[src/rtl/sspmp_pkg.sv]
package sspmp_pkg;

  typedef enum logic [1:0] {
    OP_NONE = 2'b00,
    OP_PUSH = 2'b01,
    OP_POP  = 2'b10,
    OP_SWAP = 2'b11
  } ssOp_e;

  // strobes handed from decode control to the verdict datapath
  typedef struct packed {
    logic needRd;      // access requires read permission
    logic needWr;      // access requires write permission
    logic ssAccess;    // shadow-stack operation
    logic plainStore;  // ordinary store
    logic storeKind;   // fault would be store/AMO class
  } chkStrobe_t;

endpackage

[src/rtl/sspmp_ctrl.sv]
module sspmp_ctrl
  import sspmp_pkg::*;
(
  input  ssOp_e      ssOp,
  input  logic       isStore,
  output chkStrobe_t strb
);

  always_comb begin
    strb = '0;
    unique case (ssOp)
      OP_PUSH: begin
        strb.needWr    = 1'b1;
        strb.ssAccess  = 1'b1;
        strb.storeKind = 1'b1;
      end
      OP_POP: begin
        strb.needRd   = 1'b1;
        strb.ssAccess = 1'b1;
      end
      OP_SWAP: begin
        strb.needRd    = 1'b1;
        strb.needWr    = 1'b1;
        strb.ssAccess  = 1'b1;
        strb.storeKind = 1'b1;
      end
      default: begin
        strb.needRd     = !isStore;
        strb.needWr     = isStore;
        strb.plainStore = isStore;
        strb.storeKind  = isStore;
      end
    endcase
  end


  always_comb begin
    ss_needs_perm_chk: assert (!strb.ssAccess || strb.needRd || strb.needWr);
  end

endmodule

[src/rtl/sspmp_dp.sv]
module sspmp_dp
  import sspmp_pkg::*;
#(
  parameter int IDX_W = 6
) (
  input  logic             clk,
  input  logic             rstN,
  input  logic             reqValid,
  input  chkStrobe_t       strb,
  input  logic [IDX_W-1:0] matchIdx,
  input  logic             noMatch,
  input  logic             permR,
  input  logic             permW,
  input  logic             lockdown,
  input  logic [IDX_W-1:0] ssSel,
  output logic             rspValid,
  output logic             rspAllow,
  output logic             rspFault,
  output logic             rspKind
);

  logic hitSel;
  logic permFail;
  logic lockFail;
  logic faultNow;

  always_comb begin
    hitSel   = !noMatch && (matchIdx == ssSel);
    permFail = !noMatch &&
               ((strb.needRd && !permR) || (strb.needWr && !permW));
    lockFail = lockdown &&
               ((strb.ssAccess && !hitSel) || (strb.plainStore && hitSel));
    faultNow = permFail || lockFail;
  end

  always_ff @(posedge clk or negedge rstN) begin
    if (!rstN) begin
      rspValid <= 1'b0;
      rspAllow <= 1'b0;
      rspFault <= 1'b0;
      rspKind  <= 1'b0;
    end else begin
      rspValid <= reqValid;
      rspAllow <= reqValid && !faultNow;
      rspFault <= reqValid && faultNow;
      rspKind  <= reqValid && faultNow && strb.storeKind;
    end
  end


  verdict_exclusive_chk: assert property (@(posedge clk) disable iff (!rstN)
    rspValid |-> (rspAllow != rspFault));


  idle_quiet_chk: assert property (@(posedge clk) disable iff (!rstN)
    !rspValid |-> (!rspAllow && !rspFault && !rspKind));


  rsp_follows_req_chk: assert property (@(posedge clk) disable iff (!rstN)
    reqValid |=> rspValid);


  lock_wrong_entry_chk: assert property (@(posedge clk) disable iff (!rstN)
    (reqValid && lockdown && strb.ssAccess &&
     (noMatch || matchIdx != ssSel)) |=> rspFault);


  lock_plain_store_chk: assert property (@(posedge clk) disable iff (!rstN)
    (reqValid && lockdown && strb.plainStore && !noMatch &&
     matchIdx == ssSel) |=> (rspFault && rspKind));

endmodule

[src/rtl/sspmp_m_guard.sv]
module sspmp_m_guard
  import sspmp_pkg::*;
#(
  parameter int IDX_W = 6
) (
  input  logic             clk,
  input  logic             rstN,
  input  logic             reqValid,
  input  logic [IDX_W-1:0] matchIdx,
  input  logic             noMatch,
  input  logic             permR,
  input  logic             permW,
  input  logic             isStore,
  input  logic [1:0]       ssOp,
  input  logic             lockdown,
  input  logic [IDX_W-1:0] ssSel,
  output logic             rspValid,
  output logic             rspAllow,
  output logic             rspFault,
  output logic             rspKind
);

  chkStrobe_t strb;

  sspmp_ctrl u_ctrl (
    .ssOp    (ssOp_e'(ssOp)),
    .isStore (isStore),
    .strb    (strb)
  );

  sspmp_dp #(.IDX_W(IDX_W)) u_dp (
    .clk      (clk),
    .rstN     (rstN),
    .reqValid (reqValid),
    .strb     (strb),
    .matchIdx (matchIdx),
    .noMatch  (noMatch),
    .permR    (permR),
    .permW    (permW),
    .lockdown (lockdown),
    .ssSel    (ssSel),
    .rspValid (rspValid),
    .rspAllow (rspAllow),
    .rspFault (rspFault),
    .rspKind  (rspKind)
  );

endmodule

[config.mk]
export PLATFORM = sky130hd
export DESIGN_NAME = sspmp_m_guard
export DESIGN_NICKNAME = d
export VERILOG_FILES = /design/src/rtl/sspmp_pkg.sv /design/src/rtl/sspmp_ctrl.sv /design/src/rtl/sspmp_dp.sv /design/src/rtl/sspmp_m_guard.sv
export SDC_FILE = /design/constraint.sdc
export NUM_CORES = 1
export LEC_CHECK = 0
export ABC_AREA = 1
export ABC_CLOCK_PERIOD_IN_PS = 800
export BUFFER_PORTS_ARGS = -buffer_cell sky130_fd_sc_hd__buf_2
export CAP_MARGIN = 20
export CORE_AREA = 2 2 39 41
export CTS_BUF_LIST = sky130_fd_sc_hd__clkbuf_4
export CTS_CLUSTER_SIZE = 12
export DETAILED_ROUTE_END_ITERATION = 8
export DIE_AREA = 0 0 41 43
export HOLD_SLACK_MARGIN = 0.03
export PLACE_DENSITY = 0.65
export SYNTH_ARGS = -nofsm -noshare
export SYNTH_HDL_FRONTEND = slang
export SYNTH_SLANG_ARGS = --single-unit
[constraint.sdc]
create_clock -name clk -period 0.8 [get_ports clk]
set_input_delay 0.16 -clock clk [delete_from_list [all_inputs] [get_ports clk]]
set_output_delay 0.16 -clock clk [all_outputs]
set_load 0.02 [all_outputs]
==> results.py <==
metrics = {
    "synth": {
        "synth_area_um2": 375.4,
        "synth_top_family_by_area": "simple AND/OR/NAND/NOR gates",
        "syn_nets": 90,
        "synthXorXnorAreaFrac_pct": 0,
        "synth_compound_area_share_pct": 10.00,
        "yosysSeqAreaShare_pct": 26.67,
        "synthMuxAreaShare_pct": 0,
        "synthSimpleGateAreaFrac_pct": 46.33,
        "ys_warn_count": 0,
        "synthAdderAreaFrac_pct": 0,
        "ys_ff_latch": 4,
        "syn_avg_cell_area_um2": 5.520,
        "synthCells": 68,
        "synth_cell_types": 12,
    },
    "clocking": {
        "clockBufferDepth": 2,
        "clock_sinks": 4,
        "cts_tree": "built",
        "cts.htree.levels": 1,
        "numCtsBuffers": 3,
        "cts_root_buf": "clkbuf_4",
        "cts_setup_buffers": 0,
        "clkTransAtPathRegs_ns": 0.04,
    },
    "sta": {
        "fmax_ghz": 1.110,
        "drv_slew": 0,
        "max_slew_margin_pct": 87.98,
        "min_period_over_period_pct": 112.6,
        "finalSetupViolations": 4,
        "post-route-min-period_ns": 0.9010,
        "rsz0062_at_grt": "yes",
        "worst_slew_pin_slew_ns": 0.1803,
        "hold_viol": 0,
        "fin_ws_ns": -0.1010,
    },
    "cells_and_area": {
        "design_area_um2": 732.0,
        "fin_util_pct": 52.89,
        "drive_gt1_share_pct": 60.61,
        "diodes": 0,
        "syn_to_final_growth_pct": 95.00,
        "fin_nets": 123,
    },
    "run": {
        "drv_cap": 0,
    },
    "setup_path": {
        "cpLargestDelayFamily": "flip-flops",
        "cp_slowest_stage_delay_ns": 0.37,
        "cp_max_fo": 1,
        "cp.depth": 1,
        "cp.buffers_inverters": 1,
        "arrival_ns": 0.74,
        "critPathCaptureType": "primary output",
        "path_class": "reg2out",
        "path_cells": "buf_6",
        "start_kind": "register",
        "cp.required_ns": 0.64,
        "crit_slowest_cell": "dfrtp_1",
    },
    "grt": {
        "gr-total-overflow": 0,
        "antenna_found_initial": 0,
        "grt.total_usage_pct": 13.23,
        "grt_max_degree": 5,
        "grt_pass1_wl_um": 1566,
        "grt_pass1_vias": 421,
    },
    "floorplanning": {
        "row_count": 14,
        "die_width_um": 41,
        "die-area_mm2": 0.001763,
        "core-area_mm2": 0.001384,
        "start_util_pct": 27.12,
        "die_h_um": 43,
        "io_pins": 26,
    },
    "power_and_ir_drop": {
        "leakage_nw": 0.4132,
        "swShare_pct": 30.54,
        "p_sw_uw": 244.4,
        "cellInternalPower_uw": 555.8,
        "p_clk_share_pct": 32.3,
        "p_comb_share_pct": 39.8,
        "seq_power_share_pct": 27.9,
        "powerDensity_mw_per_mm2": 1093,
        "ir_drop_v": 0.0003858,
    },
    "detailed_routing": {
        "drtPass1Iterations": 2,
        "drc": 0,
        "num_vias": 485,
        "via_per_inst": 4.217,
        "wl_um": 987,
        "drtAntennaViolNets": 0,
        "initialDrtViolationCount": 1,
        "wire_per_inst_um": 8.583,
    },
    "worst_hold_path": {
        "hold_depth": 1,
        "hold_class": "in2reg",
    },
    "placed_design": {
        "portBuffers": 25,
        "dpl_cell_area_um2": 550.5,
        "dp_hpwl_um": 787.7,
        "place.gp.congestion": 0.7364,
    },
    "outcome": {
        "status": "finished with violations",
        "violations": "negative setup slack",
    },
}
[power groups by stage]
stage | Clock [mW] | Sequential, mW | Combinational [mW]
3_5_place_dp | 0 | 0.222 | 0.229
2_1_floorplan | 0 | 0.240 | 0.102
4_1_cts | 0.262 | 0.223 | 0.252
5_1_grt | 0.284 | 0.225 | 0.357
3_3_place_gp | 0 | 0.221 | 0.223
6_report | 0.259 | 0.223 | 0.319
[registers in the layout, summed over array words and instances, names as in the netlist]
signal / cells
u_dp.rspValid: 1
u_dp.rspFault: 1
u_dp.rspAllow: 1
u_dp.rspKind: 1
[per-layer routing]
layer	global-route usage, %	vias to the layer above	wire (µm)
met5	0	-	0
met2	22.19	17	557
met1	13.42	202	328
met3	3.665	3	78
li1	-	263	-
met4	8.000	0	23
[layout make-up]
cell class | instances | area [µm²]
clock buffers | 3 | 22.52
inverters | 17 | 73.82
multi-input cells | 47 | 259.0
flip-flops and latches | 4 | 100.1
repair buffers | 28 | 256.5
fillers | 135 | 651.9
well taps | 16 | 20.02
[final timing paths]
path	slack, ns	start	to
worst max-delay path	-0.10	u_dp.rspValid$_DFF_PN0_	rspValid
worst min-delay path	0.07	reqValid	u_dp.rspValid$_DFF_PN0_
max in group asynchronous	0.43	rstN	u_dp.rspFault$_DFF_PN0_
min in group asynchronous	0.25	rstN	u_dp.rspKind$_DFF_PN0_
[cell families (layout without fill, tap and decap cells)]
group                  Yosys count  count (layout)
DFF                              4               4
and+or+nand+nor                 41              41
AOI/OAI and AO/OA                6               6
buffers and inverters           17              48
[what timing repair did]
| action | in CTS | in global routing |
|---|---|---|
| gates resized for setup | 10 | 38 |
| pin swaps | 0 | 15 |
| endpoints found under the setup margin | 6 | 7 |
| cloned | 0 | 0 |
| endpoints found under the hold margin | 4 | 0 |
| hold buffers | 1 | 0 |
[cells in the mapped netlist]
cell       n  area, µm²
nand3_1    3      15.01
nor2_2     1      6.260
nand2_2    3      18.77
o21bai_2   1      11.26
inv_1     17      63.81
o22ai_1    1      6.260
nor2_1     9      33.78
o21ai_0    2      10.01
nand3_2    1      10.01
dfrtp_1    4      100.1
a21oi_1    2      10.01
nand2_1   24      90.09
[cells in the final DEF (no fill, tap or decap)]
| cell type | instances |
|---|---|
| o21bai_2 | 1 |
| inv_1 | 7 |
| buf_2 | 10 |
| nor2_2 | 1 |
| nand2_1 | 13 |
| inv_4 | 1 |
| nand2_2 | 13 |
| a21oi_2 | 2 |
| clkbuf_4 | 3 |
| o22ai_1 | 1 |
| nand3_2 | 1 |
| nor2_4 | 1 |
| buf_4 | 2 |
| nor2_1 | 8 |
| inv_8 | 1 |
| nand3_1 | 3 |
| dfrtp_1 | 4 |
| buf_6 | 13 |
| buf_12 | 1 |
| dlygate4sd3_1 | 1 |
| buf_8 | 1 |
| inv_2 | 8 |
| nand2_4 | 1 |
| o21ai_0 | 2 |
[per-stage QoR]
stage	hold slack (ns)	worst slack, ns	setup TNS [ns]	total power [mW]	instances
2_1_floorplan	-0.1356	-0.04556	-0.1022	0.3426	68
3_3_place_gp	-0.03608	-0.2634	-0.7507	0.4442	111
3_5_place_dp	-0.03034	-0.2999	-0.8297	0.4512	111
4_1_cts	0.07914	-0.1029	-0.4002	0.7374	115
5_1_grt	0.07121	-0.1321	-0.6768	0.8652	115
6_report	0.07482	-0.1010	-0.3841	0.8002	115
(Power assumes the default switching activity.)
